`config.mk`:
```
export PLATFORM = sky130hd
export DESIGN_NAME = cmp_stage
export DESIGN_NICKNAME = d
export VERILOG_FILES = /design/src/rtl/cmp_pkg.sv /design/src/rtl/p_hold.sv /design/src/rtl/mag_core.sv /design/src/rtl/cascade_merge.sv /design/src/rtl/cmp_stage.sv
export SDC_FILE = /design/constraint.sdc
export NUM_CORES = 1
export LEC_CHECK = 0
export ABC_AREA = 1
export BUFFER_PORTS_ARGS = -buffer_cell sky130_fd_sc_hd__buf_2
export CAP_MARGIN = 20
export CORE_MARGIN = 2
export CORE_UTILIZATION = 35
export CTS_CLUSTER_SIZE = 8
export DETAILED_ROUTE_END_ITERATION = 8
export PLACE_DENSITY = 0.57
export SYNTH_ARGS = -nofsm -noshare
export SYNTH_HDL_FRONTEND = slang
export SYNTH_SLANG_ARGS = --single-unit
export TNS_END_PERCENT = 100
```
`constraint.sdc`:
```
create_clock -name clk -period 3.54 [get_ports clk]
set_input_delay 0.177 -clock clk [delete_from_list [all_inputs] [get_ports clk]]
set_output_delay 0.177 -clock clk [all_outputs]
set_load 0.02 [all_outputs]
```
`src/rtl/cmp_pkg.sv`:
```
// Package cmp_pkg: shared types for the magnitude comparator.
// Assumes: the decision pair is encoded gt/lt, both low meaning equal.
package cmp_pkg;
    typedef struct packed {
        logic gt;
        logic lt;
    } cmp_dec_t;
endpackage

```
`src/rtl/p_hold.sv`:
```
// p_hold: P operand storage. It is transparent while load is high and
// keeps the word sampled at the last loading clock edge while load is low.
// Assumes: the synchronous active-low reset stands in for power-up clear.
module p_hold #(
    parameter int WIDTH = 8
) (
    input  logic             clk,
    input  logic             rst_n,
    input  logic             load,
    input  logic [WIDTH-1:0] d,
    output logic [WIDTH-1:0] q
);
    logic [WIDTH-1:0] held;

    // Record the operand on each loading edge; reset clears it.
    always_ff @(posedge clk) begin
        if (!rst_n)
            held <= '0;
        else if (load)
            held <= d;
    end

    // Pass the live operand while loading, the record otherwise.
    always_comb begin
        q = load ? d : held;
    end
endmodule

```
`src/rtl/mag_core.sv`:
```
// mag_core: local magnitude decision on two words, MSB-first priority.
// Assumes: signed_mode selects two's complement by inverting the sign bit
// of both words, which turns a signed order into an unsigned one.
module mag_core
    import cmp_pkg::*;
#(
    parameter int WIDTH = 8
) (
    input  logic [WIDTH-1:0] a,
    input  logic [WIDTH-1:0] b,
    input  logic             signed_mode,
    output cmp_dec_t         dec,
    output logic             equal
);
    localparam int MSB = WIDTH - 1;

    logic [WIDTH-1:0] ka, kb;
    logic [WIDTH:0]   eq_above;
    logic [WIDTH-1:0] gt_bit, lt_bit;

    // Build order keys: flip sign bits in signed mode.
    always_comb begin
        ka = a;
        kb = b;
        ka[MSB] = a[MSB] ^ signed_mode;
        kb[MSB] = b[MSB] ^ signed_mode;
    end

    assign eq_above[WIDTH] = 1'b1;

    // Per bit: decide here if every higher bit matched.
    for (genvar i = MSB; i >= 0; i--) begin : g_bit
        assign gt_bit[i]   = eq_above[i+1] & ka[i] & ~kb[i];
        assign lt_bit[i]   = eq_above[i+1] & ~ka[i] & kb[i];
        assign eq_above[i] = eq_above[i+1] & ~(ka[i] ^ kb[i]);
    end

    // Collapse the per-bit decisions.
    always_comb begin
        dec.gt = |gt_bit;
        dec.lt = |lt_bit;
        equal  = eq_above[0];
    end
endmodule

```
`src/rtl/cascade_merge.sv`:
```
// cascade_merge: chooses between the local decision and the decision of
// the less-significant stage. Assumes: equal flags an exact local match.
module cascade_merge
    import cmp_pkg::*;
(
    input  cmp_dec_t local_dec,
    input  logic     local_equal,
    input  cmp_dec_t chain_dec,
    output cmp_dec_t out_dec
);
    // A local match defers to the lower stage; otherwise the local decision wins.
    always_comb begin
        out_dec = local_equal ? chain_dec : local_dec;
    end
endmodule

```
`src/rtl/cmp_stage.sv`:
```
// cmp_stage: one cascadable comparator stage with a stored P operand.
// Assumes: the cascade inputs come from a lower stage (never both high);
// the lowest stage ties them low and only the top stage uses signed mode.
module cmp_stage
    import cmp_pkg::*;
#(
    parameter int WIDTH = 8
) (
    input  logic             clk,
    input  logic             rst_n,
    input  logic [WIDTH-1:0] p_in,
    input  logic [WIDTH-1:0] q_in,
    input  logic             p_load,
    input  logic             signed_mode,
    input  logic             gt_cin,
    input  logic             lt_cin,
    output logic             gt_out,
    output logic             lt_out
);
    logic [WIDTH-1:0] p_eff;
    cmp_dec_t         loc_dec, chain_dec, fin_dec;
    logic             loc_eq;

    p_hold #(.WIDTH(WIDTH)) u_hold (
        .clk   (clk),
        .rst_n (rst_n),
        .load  (p_load),
        .d     (p_in),
        .q     (p_eff)
    );

    mag_core #(.WIDTH(WIDTH)) u_core (
        .a           (p_eff),
        .b           (q_in),
        .signed_mode (signed_mode),
        .dec         (loc_dec),
        .equal       (loc_eq)
    );

    // Pack the cascade inputs into a decision.
    always_comb begin
        chain_dec.gt = gt_cin;
        chain_dec.lt = lt_cin;
    end

    cascade_merge u_merge (
        .local_dec   (loc_dec),
        .local_equal (loc_eq),
        .chain_dec   (chain_dec),
        .out_dec     (fin_dec)
    );

    // Drive the decision ports.
    always_comb begin
        gt_out = fin_dec.gt;
        lt_out = fin_dec.lt;
    end
endmodule

```
After elaboration in Yosys (flattened, before gate mapping)
Index checks and enable logic that the tools add are counted.

word-level totals
  register bits after elaboration = 8
  output and inout port bits = 2

operators by class
  multiplexer cells = 2
  bitwise operators = 71
  reduce and logical (&&, ||, !) cells = 2

operators with widths
  cell             number
  $and 1x1->1      37
  $not 1->1        24
  $reduce_or 8->1  2
  $xor 1x1->1      10
  $mux 8           1
  $mux 2           1

Depth between registers and ports, before layout
Gate-level depths: netlist (run 1).

  depth after elaboration = 14
  gate-level depth with buffers = 12
  gate-level depth less buffers = 12

Modules after synthesis
A second synthesis (run 1) with hierarchy kept.

unflattened totals
  cells, all modules = 152
  area, all modules = 807.0 um^2

modules (own cells, without submodules)
  module         instances  cells each  area each (um^2)
  p_hold         1          67          394.1
  mag_core       1          78          386.6
  cascade_merge  1          7           26.3

Worst setup path after synthesis (run 1)
No wires, ideal clock.

  kind = in2out
  from = input port p_load
  to = output port gt_out
  arrival time = 1.892 ns
  data required time = 3.363 ns
  slack = 1.471 ns
  stages = 10
  buffers on the path = 1
  path through = buf_6 -> mux2i_1 -> xnor2_1 -> ha_1 -> nand3_4 -> nor3_4 -> nand3_2 -> nor2_4 -> nand2_1 -> a21oi_1

on the way
  word-level cells in the longest chain between the ends = 14

RTL lines
  what                       RTL line             RTL
  start, declared            cmp_stage.sv:13      input logic p_load,
  $mux 8 *                   p_hold.sv:25         q = load ? d : held;
  $xor 1x1->1                mag_core.sv:25       ka[MSB] = a[MSB] ^ signed_mode;
  $xor 1x1->1                mag_core.sv:35       assign eq_above[i] = eq_above[i+1] & ~(ka[i] ^ kb[i]);
  $not 1->1                  mag_core.sv:35
  $and 1x1->1 (6 in series)  mag_core.sv:35
  $and 1x1->1 (2 in series)  mag_core.sv:33       assign gt_bit[i] = eq_above[i+1] & ka[i] & ~kb[i];
  $reduce_or 8->1            mag_core.sv:40       dec.gt = |gt_bit;
  $mux 2 *                   cascade_merge.sv:13  out_dec = local_equal ? chain_dec : local_dec;
  end, declared              cmp_stage.sv:17      output logic gt_out,

Every way passes the cells marked *; elsewhere a longest branch is shown, timed or not.

Worst setup path after layout (run 1)
  from = register u_hold.held[7]
  to = output port lt_out

on the way
  word-level cells in the longest chain between the ends = 14

RTL lines
  what                       RTL line             RTL
  start, declared            p_hold.sv:13         logic [WIDTH-1:0] held;
  start signal, assigned     p_hold.sv:18         held <= '0;
  start signal, assigned     p_hold.sv:20         held <= d;
  $mux 8 *                   p_hold.sv:25
  $xor 1x1->1 *              mag_core.sv:25
  $xor 1x1->1                mag_core.sv:35
  $not 1->1                  mag_core.sv:35
  $and 1x1->1 (6 in series)  mag_core.sv:35
  $and 1x1->1 (2 in series)  mag_core.sv:34       assign lt_bit[i] = eq_above[i+1] & ~ka[i] & kb[i];
  $reduce_or 8->1            mag_core.sv:41       dec.lt = |lt_bit;
  $mux 2 *                   cascade_merge.sv:13
  end, declared              cmp_stage.sv:18      output logic lt_out

Marked as above.

==> results of run 1 <==
cell type report:
type                       count  share of cell area
multi-input combinational     94              0.5468
clock buffer                   3             0.02372
inverter                      26              0.1028
timing repair buffer          23              0.1212
sequential                     8              0.1686
tap                           28             0.03689
Yosys cell counts (2+ instances only):
master / number
dfxtp_1: 8
nand3_2: 5
nand2_1: 33
a21oi_1: 3
xnor2_1: 2
nand4_1: 3
nand2_2: 6
nor2_1: 17
nand3_1: 7
inv_1: 24
ha_1: 2
or2_2: 4
inv_2: 2
where the power goes:
part | switching, mW | internal [mW]
combinational | 0.0700 | 0.0450
sequential | 0.00171 | 0.0958
clock | 0.0322 | 0.0389
total | 0.104 | 0.180
cell families after synthesis:
group / Yosys count
buffers and inverters: 27
AND/OR/NAND/NOR: 83
adder cells (fa/ha/maj): 2
multiplexers: 1
XOR/XNOR: 2
flip-flops: 8
AO/OA/AOI/OAI: 6
worst paths after layout:
| check | from | slack (ps) | to |
|---|---|---|---|
| setup reg to reg | u_hold.held[0] | 2600 | u_hold.held[0] |
| hold reg to reg | u_hold.held[4] | 500 | u_hold.held[4] |
| setup / recovery | u_hold.held[7] | 1230 | lt_out |
| hold / removal | p_in[4] | 200 | u_hold.held[4] |
per-stage QoR:
stage	std cells	hold slack, ps	util
6_report	182	196.3	0.4377
5_1_grt	182	205.4	0.4377
4_1_cts	182	181.8	0.4377
3_5_place_dp	179	465.2	0.4273
3_3_place_gp	179	462.4	0.4273
2_1_floorplan	129	331.1	-
placed cells by master (no fill, tap or decap), drive strengths merged:
cell | Yosys | layout
buf | 1 | 23
a21oi | 3 | 3
nand3b | 1 | 1
dfxtp | 8 | 8
nand3 | 13 | 13
and2 | 1 | 1
mux2i | 1 | 1
ha | 2 | 2
nor2 | 19 | 19
xnor2 | 2 | 2
o21ai | 2 | 2
nand2 | 39 | 39
nor3 | 2 | 2
or2 | 5 | 5
o21bai | 1 | 1
clkbuf | 0 | 3
inv | 26 | 26
nand4 | 3 | 3
worst register-to-register path: cells and delay by family (launching register included):
| family | cells | cell delay, ps |
|---|---|---|
| simple gates | 2 | 340 |
| flops | 1 | 290 |
| compound gates | 1 | 190 |
metal layers:
| layer | vias up | part of all wire | global-route usage | wire (µm) |
|---|---|---|---|---|
| li1 | 446 | - | - | - |
| met1 | 336 | 0.48 | 0.1821 | 754 |
| met2 | 10 | 0.48 | 0.2479 | 751 |
| met3 | 2 | 0.029 | 0.008772 | 45 |
| met4 | 0 | 0.0083 | 0.07895 | 13 |
| met5 | - | 0 | 0 | 0 |
==> impl_metrics.csv, run 1 <==
group,metric,value,unit
critical_path,criticalPathCategory,"flip-flop to output port",
clock_tree,clock_latency,250,ps
layout,antenna-diode-count,0,
logic_synthesis,synth.yosys.seq_area_share,0.2032,
timing,finalHoldViolations,0,
critical_path,largest_driver_fanout_on_the_critical_path,4,
logic_synthesis,synth_top_cell_by_area,"dfxtp_1",
timing,setup_tns,0,ps
routing,drt_iter0_drc,5,
logic_synthesis,post_synth_edffs,0,
critical_path,gate_family_responsible_for_the_most_delay_along_the_worst_path,"simple AND/OR/NAND/NOR gates",
timing,report.final.slew_viol_count,0,
layout,max_flop_register,"u_hold.held",
die,fp-row-count,17,
layout,filler_cell_count,260,
logic_synthesis,yosys.area_share.xor_xnor,0.02222,
grt,largest_net_degree_at_the_start_of_global_routing,14,
logic_synthesis,nets_in_the_synthesized_netlist,153,
placement,detailedPlacementHpwl,1364,µm
critical_path,worst_path_cell_with_the_longest_stage_delay,"ha_1",
pwr,total_power,0.2834,mW
layout,sequential_cell_area,160.2,µm²
critical_path,worst_ep_required_time,3360,ps
layout,largest_register_ffs,8,
logic_synthesis,post_synth.cell_area_avg,6.111,µm²
clock_tree,cts_repair_resize_count,0,
critical_path,crit_path_buffers_inverters,1,
routing,vias,794,
clock_tree,cts_root_buf,"clkbuf_4",
clock_tree,cts_tree,"done",
clock_tree,cts_post_setup_buffers_inserted,0,
logic_synthesis,synthCells,129,
grt,via_count_of_the_first_global_routing_pass,782,
timing,rsz0062_at_grt,"false",
critical_path,timing.critical_path.cells,"mux2i_1, xnor2_1, ha_1, nand3_4, nor2_1, nand2_1, nor2_2, nand2_1, nand3_1, nand2_1, nand3_1, buf_2",
logic_synthesis,synth_simple_gate_area_share,0.5508,
grt,global_route.overflow_total,0,
pwr,p_per_area,298.4,mW/mm²
clock_tree,cts.sinks,8,
logic_synthesis,synth-adder-area-share,0.03175,
layout,nNetsFinal,180,
logic_synthesis,synth_largest_type_area_fraction,0.2032,
critical_path,critPathLaunchType,"flip-flop",
routing,ant_nets,0,
die,initial_core_util,0.3633,
die,design.portCount,24,
worst_hold_path,min_path_type,"input pin to flip-flop",
die,floorplan.die.height,51.46,µm
logic_synthesis,synth.area.mux_share,0.01270,
logic_synthesis,combinational_family_with_the_most_area_after_synthesis,"simple AND/OR/NAND/NOR gates",
critical_path,reg2regPathDepth,3,
placement,gp_routability_congestion,0.7748,
logic_synthesis,synth.cell_area,788.3,µm²
routing,drt_first_pass_iters,4,
clock_tree,cts_hold_buffers,0,
timing,final_critical_path_setup_slack,1226,ps
logic_synthesis,synth_seq_cells,8,
outcome,status,"finished clean",
layout,multi_input_area,519.2,µm²
clock_tree,worst_setup_hold_path_clk_slew,60,ps
die,fp.dieArea,0.002648,mm²
critical_path,cp.arrival,2140,ps
critical_path,endpoint_kind,"output port",
timing,fin_crit,2314,ps
die,floorplan.die.width,51.46,µm
layout,synthToLayoutAreaGrowth,20.48,%
routing,remaining_drc_errors,0,
grt,track_usage,0.1457,
pwr,lkg_pwr,0.5350,nW
timing,tightestPinTransition,453.8,ps
grt,antenna_violations_before_repair,0,
timing,timing.final.crit_share,0.6536,
logic_synthesis,netlist_top_cells_area,"dfxtp_1 (20%), nand2_1 (16%), inv_1 (11%), nor2_1 (8.1%), nand3_2 (6.3%)",
die,coreArea,0.002170,mm²
logic_synthesis,most_common_flop_cell_mapped_by_yosys,"dfxtp_1",
worst_hold_path,hold-path-cell-count,3,
placement,buffer_ports.inserted,23,
layout,finalInstanceArea,949.7,µm²
critical_path,critical-path-top-cell-by-count,"nand2_1",
clock_tree,h_tree_level_count,1,
logic_synthesis,synth_cell_type_count,26,
pwr,max-vdd-ir-drop,0.2090,mV
clock_tree,numCtsBuffers,3,
timing,fmaxAchievable,432.2,MHz
logic_synthesis,synth-compound-area-share,0.04127,
placement,placedInstanceArea,927.1,µm²
placement,placement.setup.worst_slack,1219,ps
timing,maxSlewHeadroom,0.6943,
critical_path,critical_path_cell_count,12,
layout,drive_above_1_share,0.3117,
critical_path,crit_path_max_incr_delay,360,ps
routing,vias_per_cell,4.363,
flow_run,max-cap-violations,0,
clock_tree,clock_tree.buffer_depth,2,
timing,fin_worst_skew,0,ps
logic_synthesis,postSynth.asyncResetShare,0,
grt,grt_first_pass_wirelength,2946,µm
routing,routed_wire_length_per_instance,8.593,µm
timing,setup_viol,0,
logic_synthesis,synth-warning-count,0,
layout,reg_top3,"u_hold.held: 8 flops",
routing,detail_route.wirelength,1564,µm
Power figures use the tool's default switching activity.
==> inputs of run 2 (changes only) <==
==> constraint.sdc (replaced) <==
create_clock -name clk -period 2.35 [get_ports clk]
set_input_delay 0.1175 -clock clk [delete_from_list [all_inputs] [get_ports clk]]
set_output_delay 0.1175 -clock clk [all_outputs]
set_load 0.02 [all_outputs]
==> run 2 against run 1 <==
  * Via count increased by 3.9%
  * Critical path depth fell by 2
  * Global-route usage grew 0.65 points
  * Sequential power grew 51%
  * Largest power group unchanged
==> impl_metrics.csv, run 2 (synthesis gave the netlist of run 1 again) <==
group,metric,value,unit
placement,gp_routability_congestion,0.8360,
timing,setup_tns,0,ps
timing,final_critical_path_setup_slack,66.60,ps
clock_tree,h_tree_level_count,1,
critical_path,criticalPathCategory,"flip-flop to output port",
routing,ant_nets,0,
timing,holdWs,139.6,ps
layout,multi_input_area,534.3,µm²
die,floorplan.die.width,51.46,µm
critical_path,gate_family_responsible_for_the_most_delay_along_the_worst_path,"simple AND/OR/NAND/NOR gates",
layout,filler_cell_count,239,
placement,placement.setup.worst_slack,357.2,ps
critical_path,worst_path_cell_with_the_longest_stage_delay,"ha_1",
routing,vias_per_cell,4.412,
layout,nNetsFinal,185,
critical_path,endpoint_kind,"output port",
die,fp.dieArea,0.002648,mm²
grt,track_usage,0.1523,
worst_hold_path,min_path_type,"input pin to flip-flop",
layout,synthToLayoutAreaGrowth,28.25,%
timing,fin_worst_skew,0,ps
clock_tree,numCtsBuffers,3,
pwr,lkg_pwr,0.5626,nW
clock_tree,clock_latency,250,ps
grt,via_count_of_the_first_global_routing_pass,758,
routing,detail_route.wirelength,1762,µm
critical_path,cp.arrival,2170,ps
layout,largest_register_ffs,8,
layout,utilization,0.4660,
grt,global_route.overflow_total,0,
clock_tree,cts_tree,"done",
layout,drive_above_1_share,0.3585,
layout,stdcell_count,187,
timing,fmaxAchievable,437.9,MHz
timing,finalHoldViolations,0,
timing,setup_viol,0,
routing,vias,825,
pwr,max-vdd-ir-drop,0.2330,mV
layout,sequential_cell_area,160.2,µm²
critical_path,largest_driver_fanout_on_the_critical_path,4,
timing,tightestPinTransition,283.7,ps
clock_tree,cts.sinks,8,
timing,maxSlewHeadroom,0.8107,
grt,grt_first_pass_wirelength,3070,µm
routing,drt_iter0_drc,11,
outcome,status,"finished clean",
layout,reg_top3,"u_hold.held: 8 flops",
critical_path,critPathLaunchType,"flip-flop",
timing,fin_crit,2283,ps
grt,antenna_violations_before_repair,0,
clock_tree,cts_root_buf,"clkbuf_4",
timing,report.final.slew_viol_count,0,
timing,timing.final.crit_share,0.9717,
placement,dp_cells,181,
die,floorplan.die.height,51.46,µm
layout,mostFrequentLayoutCell,"nand2_1",
placement,detailedPlacementHpwl,1487,µm
layout,max_flop_register,"u_hold.held",
clock_tree,worst_setup_hold_path_clk_slew,60,ps
die,initial_core_util,0.3633,
die,coreArea,0.002170,mm²
critical_path,timing.critical_path.cells,"mux2i_2, xnor2_1, ha_1, nand3_4, nor3_4, nand3_2, nor2_4, nand2_1, a21oi_2, buf_4",
routing,drt_first_pass_iters,6,
routing,remaining_drc_errors,0,
timing,rsz0062_at_grt,"true",
die,design.portCount,24,
flow_run,max-cap-violations,0,
layout,most_frequent_cells_in_the_layout,"nand2_1 (33), inv_1 (24), buf_2 (21), nor2_1 (16), dfxtp_1 (8)",
die,fp-row-count,17,
critical_path,crit_path_buffers_inverters,1,
pwr,p_per_area,456.7,mW/mm²
grt,largest_net_degree_at_the_start_of_global_routing,13,
clock_tree,clock_tree.buffer_depth,2,
layout,antenna-diode-count,0,
critical_path,worst_ep_required_time,2230,ps
routing,routed_wire_length_per_instance,9.422,µm
clock_tree,cts_hold_buffers,0,
placement,buffer_ports.inserted,23,
critical_path,crit_path_max_incr_delay,350,ps
run 2: cell types whose count changed in the layout (fill, tap and decap cells not counted), sizes merged:
cell / delta
buf: +5
run 2: final cells by class:
type / count / area share
clock buffer: 3 / 0.02228
tap: 28 / 0.03465
timing repair buffer: 28 / 0.1597
inverter: 26 / 0.09653
multi-input combinational: 94 / 0.5285
sequential: 8 / 0.1584
run 2: path summary, 6_finish.rpt:
path         cells after the start  slack, ps        endpoint            from
min reg2reg                      2        490  u_hold.held[4]  u_hold.held[4]
max                             10         70          gt_out  u_hold.held[7]
max reg2reg                      4       1440  u_hold.held[0]  u_hold.held[0]
min                              3        140  u_hold.held[4]         p_in[4]
run 2: metrics by stage:
step                power [mW]  cell area [µm²]
global placement        0.3276            942.2
global route            0.5027             1011
finish                  0.4617             1011
floorplan               0.2786            788.3
CTS                     0.4448            964.7
detailed placement      0.3311            942.2
run 2: routing by layer:
layer / global-route usage / routed length (µm)
met2: 0.2521 / 837
met1: 0.2028 / 879
met3: 0.008772 / 33
met4: 0.06579 / 12
met5: 0 / 0
run 2: repair_timing:
action | in CTS | in global routing
endpoints found under the setup margin | 0 | 2
resized for setup | 0 | 7
setup buffers | 0 | 3
run 2: worst reg2reg max path: stages, from the launching register on:
cell,delay [ps]
dfxtp_1,290
or2_2,250
o21ai_0,70
buf_4,150
nor2_1,40
run 2: where the power goes:
part / leakage [nW] / internal, mW / switching, mW
combinational: 0.482 / 0.0905 / 0.116
clock: 0.0138 / 0.0587 / 0.0499
sequential: 0.0663 / 0.144 / 0.00244
total: 0.563 / 0.293 / 0.168
